===== src/rtl/trig_pkt_fmt.sv =====
module trig_pkt_fmt #(
  parameter int DROP_W = 16,
  parameter int CFG_W  = 32,
  parameter int EN_BIT = 13
) (
  input  logic              clk,
  input  logic              rst_n,
  input  logic              trig_in,
  input  logic [CFG_W-1:0]  cfg_trig_en,
  input  logic [31:0]       ts_in,
  input  logic [31:0]       acc_cnt_in,
  input  logic [31:0]       in_cnt_in,
  input  logic [31:0]       pulser_cnt_in,
  input  logic              or16_in,
  input  logic              or32_in,
  input  logic              or_all_in,
  input  logic              esata_nim_or_in,
  input  logic              coinc_top_in,
  input  logic              coinc_bot_in,
  input  logic              coinc_in,
  input  logic [15:0]       coinc_reg_in,
  input  logic [15:0]       mult_in,
  input  logic [31:0]       nim_bits_in,
  input  logic [31:0]       nim_mask,
  input  logic [31:0]       esata_bits_in,
  input  logic [31:0]       esata_mask,
  output logic [31:0]       out_data,
  output logic              out_valid,
  input  logic              out_ready,
  output logic              out_last,
  output logic [DROP_W-1:0] drop_count
);
  localparam int NWORDS = 10;
  localparam int IDX_W  = $clog2(NWORDS);
  localparam logic [IDX_W-1:0] LAST_IDX = IDX_W'(NWORDS - 1);
  localparam logic [3:0] HDR_TAG = 4'h8;
  localparam logic [3:0] FTR_TAG = 4'h9;

  logic             busy;
  logic [IDX_W-1:0] idx;
  logic [31:0]      seq;
  logic [31:0]      s_seq, s_ts, s_acc, s_in, s_pul, s_map, s_nim, s_esa;

  wire        req   = trig_in && cfg_trig_en[EN_BIT];
  wire        start = req && !busy;
  wire        fire  = busy && out_ready;
  wire        done  = fire && (idx == LAST_IDX);
  wire [31:0] bitmap = {mult_in[7:0], coinc_reg_in, 1'b0, coinc_in, coinc_bot_in,
                        coinc_top_in, esata_nim_or_in, or_all_in, or32_in, or16_in};

  always_ff @(posedge clk) begin
    if (!rst_n) begin
      busy <= 1'b0;
      idx  <= '0;
      seq  <= '0;
    end else if (start) begin
      busy <= 1'b1;
      idx  <= '0;
      seq  <= seq + 32'd1;
    end else if (fire) begin
      if (done) busy <= 1'b0;
      else      idx  <= idx + 1'b1;
    end
  end

  always_ff @(posedge clk) begin
    if (start) begin
      s_seq <= seq;
      s_ts  <= ts_in;
      s_acc <= acc_cnt_in;
      s_in  <= in_cnt_in;
      s_pul <= pulser_cnt_in;
      s_map <= bitmap;
      s_nim <= nim_bits_in & nim_mask;
      s_esa <= esata_bits_in & esata_mask;
    end
  end

  always_ff @(posedge clk) begin
    if (!rst_n) drop_count <= '0;
    else if (req && busy && drop_count != {DROP_W{1'b1}}) drop_count <= drop_count + 1'b1;
  end

  always_comb begin
    case (idx)
      4'd0:    out_data = s_seq;
      4'd1:    out_data = {HDR_TAG, s_acc[27:0]};
      4'd2:    out_data = s_ts;
      4'd3:    out_data = s_acc;
      4'd4:    out_data = s_in;
      4'd5:    out_data = s_pul;
      4'd6:    out_data = s_map;
      4'd7:    out_data = s_nim;
      4'd8:    out_data = s_esa;
      default: out_data = {FTR_TAG, s_acc[27:0]};
    endcase
  end

  assign out_valid = busy;
  assign out_last  = busy && (idx == LAST_IDX);

  assert_last_is_footer_R3: assert property (@(posedge clk) disable iff (!rst_n)
    out_last |-> (out_valid && out_data[31:28] == FTR_TAG));
  assert_header_tag_R3: assert property (@(posedge clk) disable iff (!rst_n)
    (out_valid && idx == IDX_W'(1)) |-> out_data[31:28] == HDR_TAG);
  assert_bitmap_bit7_zero_R5: assert property (@(posedge clk) disable iff (!rst_n)
    (out_valid && idx == IDX_W'(6)) |-> !out_data[7]);
  assert_hold_while_stalled_R10: assert property (@(posedge clk) disable iff (!rst_n)
    (out_valid && !out_ready) |=> (out_valid && $stable(out_data) && $stable(idx)));
  assert_drop_counted_R9: assert property (@(posedge clk) disable iff (!rst_n)
    (req && out_valid && drop_count != {DROP_W{1'b1}}) |=> drop_count == $past(drop_count) + 1'b1);
  assert_disabled_ignored_R7: assert property (@(posedge clk) disable iff (!rst_n)
    (trig_in && !cfg_trig_en[EN_BIT] && !out_valid) |=> (!out_valid && $stable(drop_count)));
endmodule


===== config.mk =====
export PLATFORM = sky130hd
export DESIGN_NAME = trig_pkt_fmt
export DESIGN_NICKNAME = d
export VERILOG_FILES = /design/src/rtl/trig_pkt_fmt.sv
export SDC_FILE = /design/constraint.sdc
export NUM_CORES = 1
export LEC_CHECK = 0
export CORE_ASPECT_RATIO = 0.8
export CORE_MARGIN = 1.5
export CORE_UTILIZATION = 35
export DETAILED_ROUTE_END_ITERATION = 10
export SLEW_MARGIN = 15
export SYNTH_ARGS = -nofsm -noshare
export SYNTH_HDL_FRONTEND = slang
export SYNTH_SLANG_ARGS = --single-unit

===== constraint.sdc =====
create_clock -name clk -period 15.1 [get_ports clk]
set_clock_uncertainty 0.2 [all_clocks]
set_input_delay 3.02 -clock clk [delete_from_list [all_inputs] [get_ports clk]]
set_output_delay 3.02 -clock clk [all_outputs]
set_load 0.03 [all_outputs]

# After elaboration in Yosys (flattened, before gate mapping)
# Index checks and enable logic that the tools add are counted.
[classes] n_eq_ne=10 n_reduce_logical=14 mux=4 add_sub_neg=3 n_bitwise=4
[op_table] cell="32-bit one-hot mux with 9 select lines" count=1
[op_table] cell="32-bit AND" count=2
[op_table] cell="32-bit by 1-bit adder with 32-bit output, second input constant" count=1
[op_table] cell="16-bit by 1-bit adder with 16-bit output, second input constant" count=1
[op_table] cell="4-bit by 3-bit == test with 1-bit output, second input constant" count=4
[op_table] cell="16-bit != test, second input constant" count=1
[op_table] cell="4-bit by 2-bit == test with 1-bit output, second input constant" count=2
[op_table] cell="4-bit == test, second input constant" count=2
[op_table] cell="1-bit logical AND" count=7
[op_table] cell="4-bit by 1-bit adder with 4-bit output, second input constant" count=1
[op_table] cell="4-bit by 1-bit == test with 1-bit output, second input constant" count=1
[op_table] cell="4-bit logical NOT" count=1
[op_table] cell="2-bit AND reduction" count=2
[op_table] cell="2-bit nonzero test" count=2
[op_table] cell="1-bit two-way mux" count=3
[op_table] cell="1-bit NOT" count=2
[op_table] cell="2-bit OR reduction" count=1
[op_table] cell="1-bit logical NOT" count=1
[totals] input_bits=331 elab_cells=47 register_bits=308 out_inout_bits=50

# Logic depth before layout (Yosys ltp)
[depth] ltp_word=5 ltp_mapped=9 mapped_depth_nobuf=6

# Least setup slack after synthesis
# Ideal clock, no wire load.
[synth_timing] kind="input to register" from="input trig_in" to="register s_acc[0] (enable)" setup_ps=2199 n_path_buf=0 required_time_ps=12701 stages=2 slack_ps=4857 t_arrival_ps=7844 cell_sequence="nand3b_4 -> clkinv_1"
[synth_via] elab_chain_len=2
[synth_rtl] element="from (decl)" line="8" text="input logic trig_in,"
[synth_rtl] element="1-bit logical AND" line="44" text="wire req = trig_in && cfg_trig_en[EN_BIT];"
[synth_rtl] element="1-bit logical AND" line="45" text="wire start = req && !busy;"
[synth_rtl] element="named net start" line="45"
[synth_rtl] element="to (signal assigned)" line="70" text="s_acc <= acc_cnt_in;"
[synth_rtl] element="to (decl)" line="42" text="logic [31:0] s_seq, s_ts, s_acc, s_in, s_pul, s_map, s_nim, s_esa;"
# The timed path passes the listed nets, and every way through them passes these cells.
# A chain may end at the register's enable or synchronous reset.

# Final worst setup path
[layout_timing] from="register idx[2]" to="output out_data[13]"
[layout_via] elab_chain_len=2 elab_cells_between_ends=10 classes_between="eq/ne (8); mux (1); reduce/logical (1)"
[layout_rtl] element="from (decl)" line="40" text="logic [IDX_W-1:0] idx;"
[layout_rtl] element="from (signal assigned)" line="62" text="else idx <= idx + 1'b1;"
[layout_rtl] element="4-bit == test (tied with other cells)" line="85" text="case (idx)"
[layout_rtl] element="32-bit one-hot mux with 9 select lines *" line="85"
[layout_rtl] element="to (decl)" line="27" text="output logic [31:0] out_data,"
# Every way passes the cells marked *; elsewhere a longest branch is shown, timed or not.

==> impl_metrics.json <==
{
  "die-area_sq_mm": 0.03572,
  "vias": 8580,
  "final-hold-violation-count": 0,
  "syn_avg_cell_area_sq_um": 14.40,
  "p_per_area_mw_per_mm2": 111.8,
  "crit_fanout": 30,
  "cts_buffer_depth": 3,
  "syn_area_sq_mm": 0.01211,
  "grt_start_max_net_pins": 98,
  "cts_htree_levels": 1,
  "p_sw_uw": 400.4,
  "ant_nets": 0,
  "timing.rr.start": "out_valid$_SDFFE_PN0P_",
  "cts_buffers": 31,
  "ys_top_cells_by_area": "edfxtp_1, dfxtp_1, a22oi_1",
  "critical-path-top-delay-family": "simple AND/OR/NAND/NOR gates",
  "die_h_um": 169.4,
  "max_freq_mhz": 140.8,
  "yosys_register_bits": 308,
  "cp.required_ns": 11.88,
  "busiest_layer": "met2",
  "finish.instance_area_sq_mm": 0.01712,
  "period_needed_ns": 7.101,
  "synth_edf_count": 255,
  "dp_hpwl_um": 23860,
  "path_cells": "and3b_2 -> a222oi_1 -> nand4_1 -> clkdlybuf4s50_1",
  "post_cts_buffers": 0,
  "cpPeakStageDelay_ns": 0.99,
  "grt_pass1_vias": 8209,
  "ys_seq_area_share_pct": 72.01,
  "yosys_warnings": 0,
  "globalRouteMet2Util_pct": 29.57,
  "synth_cell_types": 54,
  "drt_pass1_iterations": 7,
  "r2r_slack_ns": 12.06,
  "seqPwrFrac_pct": 50.5,
  "drt_iter0_markers": 760,
  "post-place-ws_ns": 8.598,
  "grt_pass1_wl_um": 50180,
  "core_area_sq_mm": 0.03386,
  "final_max_slew_viol_count": 0,
  "tritoncts": "yes",
  "portBuffers": 341,
  "cts_resized": 0,
  "synthArstFlopShare_pct": 0,
  "synth_top_cell_area_share_pct": 63.25,
  "nets": 1519,
  "top_level_ports": 381,
  "endpoint_kind": "primary output",
  "comb_power_share_pct": 8.2,
  "p_leak_nw": 5.617,
  "fp-row-count": 60,
  "hold_path_class": "reg2reg",
  "cts.sinks": 308,
  "syn_nets": 1178,
  "irDropWorstVdd_v": 0.00008128,
  "cts_hold_buf": 0,
  "syn_inst": 841,
  "setup_viol": 0,
  "track_usage_pct": 18.71,
  "gr-usage-met1_pct": 26.35,
  "routed_wl_um": 34880,
  "start_kind": "register",
  "hold_end": "s_seq[31]$_DFFE_PP_",
  "drc_errors": 0,
  "area_delta_synth_final_pct": 41.37,
  "maxCapViolCount": 0,
  "whs_path_depth": 0,
  "antenna_found_initial": 1,
  "cp_slowest_cell": "dfxtp_1",
  "root_buffer": "clkbuf_16",
  "grtUsageMet3_pct": 4.164,
  "worst_pin_slew_ns": 1.016,
  "swShare_pct": 20.92,
  "gp_congestion": 0.7598,
  "worst_slack_ns": 7.999,
  "hp-start": "seq[31]$_SDFFE_PN0P_",
  "p_int_mw": 1.514,
  "diodes": 0,
  "start_util_pct": 35.76,
  "synth-main-ff-cell": "edfxtp_1",
  "rsz0062_at_grt": "false",
  "place_area_sq_mm": 0.01603,
  "timing.rr.end": "seq[11]$_SDFFE_PN0P_",
  "layout-drive-gt1-share_pct": 6.379,
  "p_clk_share_pct": 41.3,
  "tns_ns": 0,
  "final_core_util_pct": 50.55,
  "outcome": "completed",
  "viasPerCell": 5.132,
  "cts.clk_slew.worst_paths_ns": 0.06,
  "wire_per_inst_um": 20.86,
  "period_share_pct": 47.03,
  "path_class": "reg2out",
  "grt_overflow": 0,
  "dieWidth_um": 210.9,
  "reg2reg_depth": 7,
  "critPathBufInv": 1,
  "yosysTopAreaCell": "edfxtp_1",
  "maxSlewHeadroom_pct": 32.14,
  "clock_latency_ns": 0.58,
  "arrival_ns": 3.88
}
## state kept, by name, indices dropped and copies added, names as in the netlist, 4 cells and up
| signal | flops |
|---|---|
| s_acc | 32 |
| s_ts | 32 |
| s_nim | 32 |
| s_esa | 32 |
| idx | 4 |
| s_seq | 32 |
| drop_count | 16 |
| s_in | 32 |
| s_map | 31 |
| s_pul | 32 |
| seq | 32 |
## cell families (layout without fill, tap and decap cells)
group | Yosys count | in the layout | share of synthesized area [%]
multiplexers | 8 | 8 | 0.6615
buffers and inverters | 52 | 418 | 1.695
AO/OA/AOI/OAI | 180 | 180 | 10.80
adder cells (fa/ha/maj) | 6 | 6 | 0.6201
AND/OR/NAND/NOR | 273 | 273 | 13.20
flip-flops | 308 | 308 | 72.01
XOR/XNOR | 14 | 14 | 1.013
## routing by layer
metal	share of wire, %	up-vias	routed length [um]
met3	7.3	46	2541
met4	1.9	2	676
li1	-	4057	-
met5	0.037	-	13
met2	46	303	16010
met1	45	4172	15630
## worst max-delay path by stage
stage                        start            endpoint  cells past startpoint
6_report       idx[2]$_SDFFE_PP0P_        out_data[13]                      4
5_1_grt        idx[2]$_SDFFE_PP0P_        out_data[13]                      4
4_1_cts        idx[2]$_SDFFE_PP0P_        out_data[13]                      4
3_5_place_dp   idx[2]$_SDFFE_PP0P_        out_data[13]                      4
3_3_place_gp   idx[2]$_SDFFE_PP0P_        out_data[13]                      4
2_1_floorplan              trig_in  s_acc[0]$_DFFE_PP_                      2
## final cells by class
type,instances,area (sq um)
fill,2924,16740
timing repair buffer,350,3493
sequential,308,8718
inverter,10,45.04
clock inverter,13,156.4
multi-input combinational,481,3221
clock buffer,45,899.6
tap,465,581.8
## cell usage after synthesis (all sizes together) (5+ instances only)
library cell,number
edfxtp,255
a22oi,64
and2,64
dfxtp,53
nand2,53
nand4,45
clkbuf,38
a21oi,36
a222oi,25
nor2,23
nand3,16
o21ai,16
or4,14
or3,13
o31ai,12
xnor2,10
inv,8
mux2i,8
nor3,7
ha,6
a221o,5
and4,5
nor4,5
o41ai,5
or4b,5
## per-stage QoR
step                      total power, mW  std cells  hold WS (ns)
final                               1.914       1672        0.2562
after CTS                           1.936       1671        0.2559
after global placement              1.140       1613        0.2331
after global routing                1.980       1672        0.2791
after floorplan                     1.040        841        0.2213
after detailed placement            1.143       1613        0.2471
## cell usage in the layout (no fill, tap or decap), drive strengths merged, types with 14 or more instances in the layout
cell           instances
nand4                 45
edfxtp               255
nand3                 16
dfxtp                 53
nor2                  23
a22oi                 64
a222oi                25
o21ai                 16
clkbuf                45
clkdlybuf4s50        341
or4                   14
and2                  64
a21oi                 36
nand2                 53
## power groups by stage
stage	clock [mW]	sequential (mW)	combinational (mW)
4_1_cts	0.810	0.968	0.158
2_1_floorplan	0	0.991	0.0498
5_1_grt	0.844	0.969	0.167
3_3_place_gp	0	0.985	0.155
3_5_place_dp	0	0.986	0.157
6_report	0.790	0.967	0.157
(Power assumes the default switching activity.)
